==> config.mk <==
export PLATFORM = sky130hd
export DESIGN_NAME = qr_cycle_seq
export DESIGN_NICKNAME = d
export VERILOG_FILES = /design/src/rtl/qr_seq_pkg.sv /design/src/rtl/qr_phase_timer.sv /design/src/rtl/qr_period_gate.sv /design/src/rtl/qr_cycle_seq.sv
export SDC_FILE = /design/constraint.sdc
export NUM_CORES = 1
export LEC_CHECK = 0
export BUFFER_PORTS_ARGS = -buffer_cell sky130_fd_sc_hd__buf_2
export CAP_MARGIN = 20
export CORE_ASPECT_RATIO = 0.9
export CORE_MARGIN = 10
export CORE_UTILIZATION = 59
export CTS_CLUSTER_DIAMETER = 60
export DETAILED_ROUTE_END_ITERATION = 10
export PLACE_DENSITY_LB_ADDON = 0.08
export SLEW_MARGIN = 20
export SYNTH_ARGS = -nofsm -noshare
export SYNTH_HDL_FRONTEND = slang
export SYNTH_SLANG_ARGS = --single-unit
==> constraint.sdc <==
create_clock -name clk -period 2.85 [get_ports clk]
set_input_delay 0.57 -clock clk [delete_from_list [all_inputs] [get_ports clk]]
set_output_delay 0.57 -clock clk [all_outputs]
set_load 0.01 [all_outputs]
==> src/rtl/qr_seq_pkg.sv <==
package qr_seq_pkg;

   typedef enum logic [2:0] {
      ST_ON     = 3'd0,
      ST_RING   = 3'd1,
      ST_DEMAG  = 3'd2,
      ST_VALLEY = 3'd3,
      ST_FAULT  = 3'd4
   } qr_state_t;

   function automatic int unsigned qr_max3(input int unsigned a, input int unsigned b,
                                           input int unsigned c);
      int unsigned m;
      m = (a > b) ? a : b;
      return (m > c) ? m : c;
   endfunction

endpackage

==> src/rtl/qr_phase_timer.sv <==
module qr_phase_timer #(
   parameter int unsigned W     = 8,
   parameter int unsigned LIMIT = 255
) (
   input  logic         clk,
   input  logic         rst_n,
   input  logic         clr,
   output logic [W-1:0] cnt
);
   initial begin : g_chk
      assert (LIMIT < (2 ** W)) else $error("phase timer limit does not fit width");
   end

   always_ff @(posedge clk) begin
      if (!rst_n)                cnt <= '0;
      else if (clr)              cnt <= '0;
      else if (cnt != W'(LIMIT)) cnt <= cnt + 1'b1;
   end
endmodule

==> src/rtl/qr_period_gate.sv <==
module qr_period_gate #(
   parameter int unsigned MIN_PERIOD_CYC = 1000,
   parameter int unsigned MAX_PERIOD_CYC = 5000,
   parameter int unsigned W              = 13
) (
   input  logic clk,
   input  logic rst_n,
   input  logic restart,
   input  logic osc_tick,
   output logic period_ok
);
   localparam logic [W-1:0] FLOOR_V = W'(MIN_PERIOD_CYC - 1);
   localparam logic [W-1:0] CAP_V   = W'(MAX_PERIOD_CYC - 1);

   logic [W-1:0] per_cnt;
   logic         tick_seen;

   always_ff @(posedge clk) begin
      if (!rst_n) begin
         per_cnt   <= CAP_V;
         tick_seen <= 1'b0;
      end else if (restart) begin
         per_cnt   <= '0;
         tick_seen <= 1'b0;
      end else begin
         if (per_cnt != CAP_V) per_cnt <= per_cnt + 1'b1;
         if (osc_tick)         tick_seen <= 1'b1;
      end
   end

   assign period_ok = (per_cnt >= FLOOR_V) && (tick_seen || osc_tick || per_cnt == CAP_V);

   // a restart never arrives before the minimum period has run
   p_floor_r1: assert property (@(posedge clk) disable iff (!rst_n)
      restart |-> (per_cnt >= FLOOR_V));
endmodule

==> src/rtl/qr_cycle_seq.sv <==
module qr_cycle_seq
   import qr_seq_pkg::*;
#(
   parameter int unsigned BLANK_CYC      = 46,
   parameter int unsigned MAXON_CYC      = 6250,
   parameter int unsigned RING_CYC       = 188,
   parameter int unsigned MIN_PERIOD_CYC = 1000,
   parameter int unsigned MAX_PERIOD_CYC = 5000,
   parameter int unsigned VALLEY_TO_CYC  = 500
) (
   input  logic clk,
   input  logic rst_n,
   input  logic osc_tick,
   input  logic demag_active,
   input  logic valley_det,
   input  logic cs_trip,
   input  logic sw_trip,
   input  logic skip_req,
   output logic gate_on,
   output logic fault_maxon,
   output logic fault_short
);
   localparam int unsigned PH_LIMIT = qr_max3(MAXON_CYC, RING_CYC, VALLEY_TO_CYC);
   localparam int unsigned PH_W     = $clog2(PH_LIMIT + 1);
   localparam int unsigned PER_W    = $clog2(MAX_PERIOD_CYC + 1);

   initial begin : g_chk
      assert (BLANK_CYC >= 1)               else $error("blanking must be at least one cycle");
      assert (MAXON_CYC > BLANK_CYC)        else $error("on-time ceiling must exceed blanking");
      assert (RING_CYC >= 1)                else $error("ringing window must be at least one cycle");
      assert (MIN_PERIOD_CYC >= 1)          else $error("minimum period must be positive");
      assert (MAX_PERIOD_CYC > MIN_PERIOD_CYC) else $error("period cap must exceed floor");
   end

   qr_state_t       st_q, st_d;
   logic [PH_W-1:0] ph_cnt;
   logic            ph_clr, restart, set_maxon, set_short;
   logic            period_ok, blank_done, vto_hit;

   qr_phase_timer #(.W(PH_W), .LIMIT(PH_LIMIT)) u_phase (
      .clk(clk), .rst_n(rst_n), .clr(ph_clr), .cnt(ph_cnt)
   );

   qr_period_gate #(.MIN_PERIOD_CYC(MIN_PERIOD_CYC), .MAX_PERIOD_CYC(MAX_PERIOD_CYC),
                    .W(PER_W)) u_period (
      .clk(clk), .rst_n(rst_n), .restart(restart), .osc_tick(osc_tick),
      .period_ok(period_ok)
   );

   assign blank_done = (ph_cnt >= PH_W'(BLANK_CYC - 1));

   generate
      if (VALLEY_TO_CYC == 0) begin : g_no_vto
         assign vto_hit = 1'b0;
      end else begin : g_vto
         assign vto_hit = (ph_cnt >= PH_W'(VALLEY_TO_CYC - 1));
      end
   endgenerate

   always_comb begin
      st_d      = st_q;
      ph_clr    = 1'b0;
      restart   = 1'b0;
      set_maxon = 1'b0;
      set_short = 1'b0;
      unique case (st_q)
         ST_ON: begin
            if (blank_done && sw_trip) begin
               st_d      = ST_FAULT;
               set_short = 1'b1;
            end else if (blank_done && cs_trip) begin
               st_d   = ST_RING;
               ph_clr = 1'b1;
            end else if (ph_cnt == PH_W'(MAXON_CYC - 1)) begin
               st_d      = ST_FAULT;
               set_maxon = 1'b1;
            end
         end
         ST_RING: begin
            if (ph_cnt == PH_W'(RING_CYC - 1)) begin
               st_d   = ST_DEMAG;
               ph_clr = 1'b1;
            end
         end
         ST_DEMAG: begin
            if (!demag_active) begin
               st_d   = ST_VALLEY;
               ph_clr = 1'b1;
            end
         end
         ST_VALLEY: begin
            if (demag_active) begin
               st_d = ST_DEMAG;
            end else if (period_ok && !skip_req && (valley_det || vto_hit)) begin
               st_d    = ST_ON;
               ph_clr  = 1'b1;
               restart = 1'b1;
            end
         end
         default: st_d = ST_FAULT;
      endcase
   end

   always_ff @(posedge clk) begin
      if (!rst_n) begin
         st_q        <= ST_DEMAG;
         gate_on     <= 1'b0;
         fault_maxon <= 1'b0;
         fault_short <= 1'b0;
      end else begin
         st_q    <= st_d;
         gate_on <= (st_d == ST_ON);
         if (set_maxon) fault_maxon <= 1'b1;
         if (set_short) fault_short <= 1'b1;
      end
   end

   // switch-on only through an open period gate
   p_period_r1: assert property (@(posedge clk) disable iff (!rst_n)
      $rose(gate_on) |-> $past(period_ok));
   // no switch-on while demagnetization is in progress
   p_demag_r2: assert property (@(posedge clk) disable iff (!rst_n)
      $rose(gate_on) |-> !$past(demag_active));
   // gate held during blanking
   p_blank_r3: assert property (@(posedge clk) disable iff (!rst_n)
      (gate_on && ph_cnt < PH_W'(BLANK_CYC - 1)) |=> gate_on);
   // on-time never passes its ceiling
   p_maxon_r4: assert property (@(posedge clk) disable iff (!rst_n)
      gate_on |-> (ph_cnt <= PH_W'(MAXON_CYC - 1)));
   // switch-on needs a valley or an expired valley wait
   p_valley_r6: assert property (@(posedge clk) disable iff (!rst_n)
      $rose(gate_on) |-> ($past(valley_det) || $past(vto_hit)));
   // a switch-off is never followed at once by a new switch-on
   p_single_r7: assert property (@(posedge clk) disable iff (!rst_n)
      $fell(gate_on) |=> !gate_on);
   // no switch-on under a skip request
   p_skip_r8: assert property (@(posedge clk) disable iff (!rst_n)
      $rose(gate_on) |-> !$past(skip_req));
   // short-winding flag only follows a short-winding trip
   p_short_r9: assert property (@(posedge clk) disable iff (!rst_n)
      $rose(fault_short) |-> ($past(sw_trip) && !gate_on));
   // faults are sticky and keep the gate low
   p_sticky_r10: assert property (@(posedge clk) disable iff (!rst_n)
      (fault_maxon || fault_short) |=>
         ($stable(fault_maxon) && $stable(fault_short) && !gate_on));
endmodule

==> summary.txt, run 1 <==
status -> finished, final reports clean
worst-path maximum fanout -> 7
GRT met2 Usage -> 21.4%
Final Hold Viols -> 0
top-count cell post-synth -> dfxtp_1
Mapped Area -> 0.00180 mm2
Root Driver -> clkbuf_4
Slew @ Worst Pin -> 559 ps
Starting Density -> 63.3%
Routed WL -> 3.60 mm
area delta synth->final -> 6.48%
Setup crit start kind -> register
final period utilization -> 76.5%
die height -> 72.3 um
ANT nets after route -> 0
clk slew on worst S/H paths -> 90 ps
pin count of the biggest net entering global routing -> 14
Final nets -> 231
total CTS buffers -> 5
post-CTS resize count -> 0
CTS tree -> built
routability cong. -> 0.871
io pins -> 11
Post-synth EDFFs -> 0
CP startpoint -> u_phase.cnt[0]$_SDFFE_PP0P_
Static Leak -> 0.000724 uW
hold_buf cts -> 0
element type at the critical path end -> register
Tot GR Track Use -> 13.8%
VDD IR max -> 0.387 mV
FFs w/ async S/R, synth -> 0%
HPWL after DPL -> 2.77 mm
max_slew headroom -> 61.8%
final non-filler cell total -> 260
worst hold path class -> register to register
Placement Rows -> 18
First-pass DRT Iterations -> 4
Cell variety after synth -> 53
Max Root-Sink Buffers -> 2
Synth top area share -> 36.8%
Max-Cap Viols -> 0
CP Data Required Time -> 3090 ps
Sum Neg Setup Slack -> 0 ps
skew final -> 6.12 ps
met3 usage -> 4.43%
Fmax achieved -> 459 MHz
Final Setup Violations -> 0
met1 usage -> 17.7%
Vias per Instance -> 5.81
power density over cell area -> 521 mW/mm2
R2R Path Start -> u_phase.cnt[0]$_SDFFE_PP0P_
Antenna diodes -> 0
most frequent cells after synthesis -> dfxtp_1, nor3_1, nor2_1
vias -> 1510
share of cells above drive strength 1 -> 13.6%
Layout fillers -> 258
flops & latches, synth -> 33
cell taking the most area after synthesis -> dfxtp_1
Die ar. -> 0.00565 mm2
clock period minus worst slack -> 2180 ps
unrepaired setup endpoints after global routing -> no
post-synthesis instance total -> 209
first-pass GRT wire length -> 6.53 mm
number of buffers added on ports -> 10
syn avg cell area -> 8.59 um2
top post-synthesis cells by area -> dfxtp_1, nor3_1, xnor2_1
Placed Cells -> 252
initial antenna violation count -> 0
violation count after the first detailed-route iteration -> 88
Worst-Skew Late Latency -> 320 ps
Synth Flop Type -> dfxtp_1
GRT overflow -> 0
busiest grt layer -> met2
Setup Buffers After CTS -> 0
kind of critical path -> register to register
clock sinks -> 33
fin. max-slew vios -> 0
wire per inst -> 13.9 um
Seq/Total Area, Yosys -> 36.8%
vias in the first global route -> 1443
Worst Path Arrival -> 2420 ps
die width -> 78.2 um
DR DRC count -> 0
Mapped Nets -> 221
H-tree level count -> 2
worst hold path startpoint -> fault_short$_SDFFE_PN0P_
core area -> 0.00284 mm2
Yosys Warn Count -> 0
-- per-stage QoR --
| step | total power (uW) | cell area [um2] | util [%] | hold WS [ps] | worst slack [ps] |
|---|---|---|---|---|---|
| 2_1_floorplan | 713 | 1800 | - | 450 | 858 |
| 3_3_place_gp | 758 | 1860 | 65.7 | 441 | 713 |
| 3_5_place_dp | 763 | 1860 | 65.7 | 474 | 705 |
| 4_1_cts | 1010 | 1910 | 67.4 | 487 | 683 |
| 5_1_grt | 1070 | 1910 | 67.4 | 502 | 543 |
| 6_report | 997 | 1910 | 67.4 | 487 | 670 |
-- cell type report --
| type | instances | area, um2 | share of cell area, % |
|---|---|---|---|
| Clock buffer | 8 | 48.8 | 2.55 |
| Inverter | 5 | 18.8 | 0.982 |
| Tap cell | 40 | 50.0 | 2.62 |
| Sequential cell | 33 | 661 | 34.6 |
| Multi-Input combinational cell | 163 | 1080 | 56.3 |
| Timing Repair Buffer | 11 | 57.6 | 3.01 |
-- cells by family after synthesis --
logic type	share of synthesized area, %
xor gates and xnor gates	10.7
adders and majority gates	2.79
buffers and inverters	3.27
DFF	36.8
and+or+nand+nor	32.4
muxes	1.18
AOI/OAI and AO/OA	12.8
-- path summary, 6_finish.rpt --
check                             end  slack [ps]  cells past startpoint
max                gate_on$_SDFF_PN0_         670                      6
min          fault_short$_SDFFE_PN0P_         490                      1
max reg2reg        gate_on$_SDFF_PN0_         670                      6
min reg2reg  fault_short$_SDFFE_PN0P_         490                      1
-- critical path, stage by stage, from the launching register on --
cell       delay, ps
dfxtp_1          470
ha_1             260
a2111oi_0         90
o311ai_2         270
o21ai_2          120
or4_4            530
a2111oi_4        340
-- power breakdown --
part,switching [uW],internal (uW)
logic,124,98.9
clock network,144,98.3
registers,37.1,495
-- registers in the layout, summed over array words and instances (netlist names) --
register and count:
u_period.per_cnt 13, st_q 3, fault_short 1, u_phase.cnt 13, u_period.tick_seen 1, fault_maxon 1
gate_on 1
-- layer usage --
layer  vias to the layer above  wire (um)
met4                         0         15
met3                         2        242
met1                       706       1730
li1                        769          -
met2                        33       1620
met5                         -          0
-- layout by cell type, fill, tap and decap left out, types with 2 or more instances in the layout --
cell        n
a2111oi_0   2
xnor2_1    11
xor2_1     11
o21a_1      3
or2b_1      2
nand3_1    13
clkbuf_1    3
inv_1       5
nand2_1    19
nor2_1     20
nor4_1      2
and2_1      2
buf_2      10
nand4b_1    2
nand4_1     2
o31ai_1     2
ha_1        4
a21oi_1     4
o21ai_0     7
clkbuf_4    5
a31oi_1     3
and3b_1     2
nor3_1     21
dfxtp_1    33
and3_1      3
No activity file was read; power rests on OpenSTA's default activity.
==> inputs of run 2 (changes only) <==
==> constraint.sdc (replaced) <==
create_clock -name clk -period 2.13 [get_ports clk]
set_input_delay 0.426 -clock clk [delete_from_list [all_inputs] [get_ports clk]]
set_output_delay 0.426 -clock clk [all_outputs]
set_load 0.01 [all_outputs]
==> run 2 against run 1 <==
Non-clock buffer count is 14 higher; critical path depth is 1 lower; clock skew is 2.5 ps higher; flip-flop and latch count stayed put; maximum frequency is 7.8% higher; critical path type unchanged; largest cell class unchanged; largest power group unchanged; highest routed layer unchanged.
==> summary.txt, run 2 (synthesized netlist as in run 1, its figures left out) <==
max_slew headroom -> 58.4% (-3.4 points)
violation count after the first detailed-route iteration -> 126 (+43%)
GRT overflow -> 0 (unchanged)
H-tree level count -> 2 (unchanged)
vias -> 1602 (+6.1%)
Power Total -> 1540 uW (+55%)
clk slew on worst S/H paths -> 100 ps (about the same)
wire per inst -> 15.4 um (+11%)
commonest non-fill, non-tap cells in the layout -> dfxtp_1, nor3_1, nor2_1
Vias per Instance -> 5.85 (+0.67%)
Worst-Skew Late Latency -> 340 ps (+20 ps)
Slew @ Worst Pin -> 609 ps (+49.7 ps)
Root Driver -> clkbuf_4
Fmax achieved -> 495 MHz (+7.8%)
initial antenna violation count -> 0 (unchanged)
power density over cell area -> 745 mW/mm2 (+43%)
first-pass GRT wire length -> 7.29 mm (+12%)
Starting Density -> 63.3% (unchanged)
Placement Rows -> 18 (unchanged)
final period utilization -> 94.9% (+18 points)
pin count of the biggest net entering global routing -> 14 (unchanged)
kind of critical path -> register to register
Final Hold Viols -> 0 (unchanged)
Reg2Reg Setup Slack -> 110 ps (-560 ps)
HPWL after DPL -> 3.09 mm (+11%)
worst stage delay on the critical path -> 430 ps (-100 ps)
Setup crit start kind -> register
skew final -> 8.65 ps (+2.53 ps)
fin. max-slew vios -> 0 (unchanged)
Die ar. -> 0.00565 mm2 (unchanged)
Max-Cap Viols -> 0 (unchanged)
Routed WL -> 4.21 mm (+17%)
dpl cell area -> 0.00195 mm2 (+4.8%)
Worst Path Arrival -> 2280 ps (-140 ps)
Slowest cell on crit path -> nor4_4
vias in the first global route -> 1603 (+11%)
Final Setup Violations -> 0 (unchanged)
top cell family by delay on the critical path -> simple AND/OR/NAND/NOR gates
Largest regs -> u_period.per_cnt x13, u_phase.cnt x13, st_q x3
Static Leak -> 0.000818 uW (+13%)
CP Cell Sequence -> nor4_4 > o2111ai_2 > and3_1 > or2_2 > a2111oi_4
worst path bufs/invs -> 0 (unchanged)
Final nets -> 245 (+6.1%)
fin worst setup slack -> 108 ps (-562 ps)
DR DRC count -> 0 (unchanged)
total CTS buffers -> 5 (unchanged)
VDD IR max -> 0.561 mV (+45%)
die width -> 78.2 um (unchanged)
status -> finished, final reports clean
element type at the critical path end -> register
Antenna diodes -> 0 (unchanged)
ANT nets after route -> 0 (unchanged)
Tot GR Track Use -> 15.5% (+1.7 points)
core area -> 0.00284 mm2 (unchanged)
WHS -> 345 ps (-143 ps)
clock period minus worst slack -> 2020 ps (-158 ps)
worst-path maximum fanout -> 6 (-1)
Max Root-Sink Buffers -> 2 (unchanged)
number of buffers added on ports -> 10 (unchanged)
First-pass DRT Iterations -> 4 (unchanged)
die height -> 72.3 um (unchanged)
CP Data Required Time -> 2380 ps (-710 ps)
fin area -> 0.00207 mm2 (+8.2%)
commonest non-fill, non-tap cell in the layout -> dfxtp_1
share of cells above drive strength 1 -> 21.4% (+7.7 points)
clock sinks -> 33 (unchanged)
CTS tree -> built
area delta synth->final -> 15.3%
Place WS -> 35.2 ps (-670 ps)
Final Core Density -> 72.9% (+5.6 points)
hold_buf cts -> 0 (unchanged)
worst hold path class -> primary input to register
io pins -> 11 (unchanged)
routability cong. -> 0.891 (+2.3%)
run 2: per-layer routing:
metal,vias to the layer above,track usage [%],routed length [um],share of wire [%]
li1,794,-,-,-
met1,755,19.2,1940,46
met2,46,25.2,2020,48
met3,7,4.56,218,5.2
met4,0,5.17,38,0.90
met5,-,0,0,0
run 2: cell type report:
cell class              instances  area (um2)
fillers                       240         768
multi-input cells             163        1080
flip-flops and latches         33         668
repair buffers                 25         163
well taps                      40        50.0
inverters                       5        18.8
clock inverters                 1        30.0
clock buffers                   7        55.1
run 2: where the power goes:
part / internal, uW / switching, uW / leakage, uW / total, uW
clock network: 280 / 214 / 0.0000455 / 494
logic: 157 / 180 / 0.000503 / 337
registers: 662 / 49.4 / 0.000270 / 711
total: 1100 / 443 / 0.000818 / 1540
run 2: timing repair:
item / CTS / global route
gates cloned: 0 / 0
setup buffers: 0 / 2
gates resized for setup: 1 / 5
pin swaps: 0 / 1
endpoints found under the setup margin: 1 / 11
endpoints found under the hold margin: 0 / 0
run 2: path summary, 6_finish.rpt:
check	cells past startpoint	end	start
hold / removal	3	u_period.tick_seen$_SDFFE_PP0P_	osc_tick
hold reg to reg	1	fault_short$_SDFFE_PN0P_	fault_short$_SDFFE_PN0P_
setup / recovery	5	gate_on$_SDFF_PN0_	u_phase.cnt[9]$_SDFFE_PP0P_
setup reg to reg	5	gate_on$_SDFF_PN0_	u_phase.cnt[9]$_SDFFE_PP0P_
run 2: per-stage QoR:
| step | setup TNS, ps | cells |
|---|---|---|
| 3_3_place_gp | 0 | 264 |
| 3_5_place_dp | 0 | 264 |
| 4_1_cts | 0 | 272 |
| 2_1_floorplan | 0 | 209 |
| 6_report | 0 | 274 |
| 5_1_grt | -8.08 | 274 |
run 2: worst reg2reg max path: stages, from the launching register on:
cell,delay (ps)
dfxtp_1,400
nor4_4,430
o2111ai_2,230
and3_1,240
or2_2,330
a2111oi_4,310
==> inputs of run 3 (changes only) <==
--- a/config.mk
+++ b/config.mk
@@ -12,6 +12,7 @@
 export CORE_UTILIZATION = 59
 export CTS_CLUSTER_DIAMETER = 60
 export DETAILED_ROUTE_END_ITERATION = 10
+export GPL_TIMING_DRIVEN = 0
 export PLACE_DENSITY_LB_ADDON = 0.08
 export SLEW_MARGIN = 20
 export SYNTH_ARGS = -nofsm -noshare
==> constraint.sdc (replaced) <==
create_clock -name clk -period 2.13 [get_ports clk]
set_input_delay 0.426 -clock clk [delete_from_list [all_inputs] [get_ports clk]]
set_output_delay 0.426 -clock clk [all_outputs]
set_load 0.005 [all_outputs]
==> run 3 against run 2 <==
Register-to-register slack got worse by 20 ps; combinational power fell by 8.6%; flip-flop and latch count did not move; non-clock buffer count decreased by 7; via count down 4.2%; setup slack got worse by 21 ps; first-iteration DRC count shrank 50%; maximum frequency shrank 1.0%; clock power decreased by 29%; largest cell class unchanged.
==> summary.txt, run 3 (synthesized netlist as in run 1, its figures left out) <==
status -> finished, final reports clean
die width -> 78.2 um (unchanged)
Final Setup Violations -> 0 (unchanged)
commonest non-fill, non-tap cells in the layout -> dfxtp_1, nor3_1, nor2_1
Pint -> 952 uW (-13%)
GRT overflow -> 0 (unchanged)
Worst Path Arrival -> 2280 ps (about the same)
hold_buf cts -> 0 (unchanged)
Setup crit start kind -> register
Routed WL -> 3.74 mm (-11%)
Tot GR Track Use -> 13.1% (-2.4 points)
core area -> 0.00284 mm2 (unchanged)
power density over cell area -> 695 mW/mm2 (-6.7%)
worst setup path endpoint -> gate_on$_SDFF_PN0_
worst-path maximum fanout -> 5 (-1)
CP Data Required Time -> 2370 ps (about the same)
ANT nets after route -> 0 (unchanged)
CP startpoint -> u_period.per_cnt[10]$_SDFFE_PP0N_
routability cong. -> 0.870 (-2.3%)
commonest non-fill, non-tap cell in the layout -> dfxtp_1
CTS tree -> built
CP Cell Sequence -> nor4_2 > and3_2 > o21ai_2 > or4_4 > a2111oi_4
Gate power share -> 22.4% (+0.6 points)
worst-case reg-to-reg path depth -> 5 (unchanged)
clk slew on worst S/H paths -> 100 ps (about the same)
Sum Neg Setup Slack -> 0 ps (unchanged)
vias in the first global route -> 1438 (-10%)
share of cells above drive strength 1 -> 17.3% (-4.1 points)
Final nets -> 238 (-2.9%)
first-pass GRT wire length -> 6.28 mm (-14%)
DR DRC count -> 0 (unchanged)
top cell family by delay on the critical path -> simple AND/OR/NAND/NOR gates
VDD IR max -> 0.563 mV (+0.31%)
Reg2Reg Setup Slack -> 90 ps (-20 ps)
total CTS buffers -> 5 (unchanged)
Setup Buffers After CTS -> 0 (unchanged)
HPWL after DPL -> 2.73 mm (-11%)
Sw Ratio -> 30.7% (+2.0 points)
Slew @ Worst Pin -> 546 ps (-63.0 ps)
element type at the critical path end -> register
fin. max-slew vios -> 0 (unchanged)
skew final -> 5.89 ps (-2.76 ps)
Final Core Density -> 69.7% (-3.2 points)
Fmax achieved -> 490 MHz (-1.0%)
Reg power frac -> 51.9% (+5.8 points)
die height -> 72.3 um (unchanged)
First-pass DRT Iterations -> 4 (unchanged)
wire per inst -> 14.1 um (-8.5%)
Vias per Instance -> 5.77 (-1.4%)
worst stage delay on the critical path -> 520 ps (+90 ps)
Slowest cell on crit path -> or4_4
clock sinks -> 33 (unchanged)
Max Root-Sink Buffers -> 2 (unchanged)
Worst-Skew Late Latency -> 330 ps (about the same)
initial antenna violation count -> 0 (unchanged)
Die ar. -> 0.00565 mm2 (unchanged)
CP Depth -> 5 (unchanged)
Largest regs -> u_period.per_cnt x13, u_phase.cnt x13, st_q x3
area delta synth->final -> 10.2%
worst hold path class -> primary input to register
vias -> 1534 (-4.2%)
violation count after the first detailed-route iteration -> 63 (-50%)
kind of critical path -> register to register
Placement Rows -> 18 (unchanged)
Starting Density -> 63.3% (unchanged)
Root Driver -> clkbuf_4
Max-Cap Viols -> 0 (unchanged)
max_slew headroom -> 63.4% (+5.0 points)
worst path bufs/invs -> 0 (unchanged)
unrepaired setup endpoints after global routing -> no
R2R Path Start -> u_period.per_cnt[10]$_SDFFE_PP0N_
clock power share -> 25.7% (-6.3 points)
pin count of the biggest net entering global routing -> 11 (-3)
Antenna diodes -> 0 (unchanged)
Static Leak -> 0.000756 uW (-7.6%)
number of buffers added on ports -> 10 (unchanged)
H-tree level count -> 2 (unchanged)
clock period minus worst slack -> 2040 ps (+20.6 ps)
io pins -> 11 (unchanged)
Final Hold Viols -> 0 (unchanged)
Psw -> 423 uW (-4.6%)
reg2reg end -> gate_on$_SDFF_PN0_
final period utilization -> 95.9% (+0.97 points)
[run 3: worst min path at each step]
stage	slack, ps	depth (start not counted)	from	endpoint
floorplan	450	2	u_period.tick_seen$_SDFFE_PP0P_	u_period.tick_seen$_SDFFE_PP0P_
global placement	440	1	fault_short$_SDFFE_PN0P_	fault_short$_SDFFE_PN0P_
detailed placement	460	1	fault_short$_SDFFE_PN0P_	fault_short$_SDFFE_PN0P_
CTS	350	3	osc_tick	u_period.tick_seen$_SDFFE_PP0P_
global route	400	3	osc_tick	u_period.tick_seen$_SDFFE_PP0P_
finish	350	3	osc_tick	u_period.tick_seen$_SDFFE_PP0P_
[run 3: timing repair]
| item | 4_1_cts | 5_1_grt |
|---|---|---|
| pin swaps | 0 | 1 |
| gates resized for setup | 2 | 7 |
| setup endpoints to repair | 1 | 9 |
[run 3: power by group through the flow]
stage	clock, uW	sequential [uW]	combinational [uW]
after floorplan	0	714	240
after detailed placement	0	725	301
after global routing	382	719	347
after global placement	0	721	288
after CTS	363	711	306
final	353	713	308
[run 3: stage by stage]
| step | area, um2 | setup slack (ps) | hold slack (ps) | std cells | total power (uW) |
|---|---|---|---|---|---|
| after floorplan | 1800 | 138 | 450 | 209 | 954 |
| after global placement | 1900 | -41.3 | 442 | 259 | 1010 |
| after detailed placement | 1900 | -27.5 | 459 | 259 | 1030 |
| after CTS | 1950 | 35.1 | 346 | 266 | 1380 |
| after global routing | 1980 | 4.63 | 403 | 266 | 1450 |
| final | 1980 | 87.1 | 350 | 266 | 1370 |
[run 3: layout make-up]
| type | instances | area (um2) |
|---|---|---|
| well taps | 40 | 50.0 |
| multi-input cells | 163 | 1090 |
| plain buffers | 8 | 41.3 |
| flip-flops and latches | 33 | 668 |
| repair buffers | 10 | 50.0 |
| clock buffers | 7 | 55.1 |
| inverters | 5 | 18.8 |
| fillers | 223 | 860 |
[run 3: metal layers]
metal | up-vias | wire length, um | track usage [%]
li1 | 783 | - | -
met1 | 712 | 1790 | 16.8
met2 | 34 | 1700 | 20.5
met3 | 5 | 211 | 4.06
met4 | 0 | 43 | 4.17
met5 | - | 0 | 0
[run 3: worst min-delay path: stages]
cell and delay [ps]:
buf_2 70, nor2_1 60, nor2_1 90
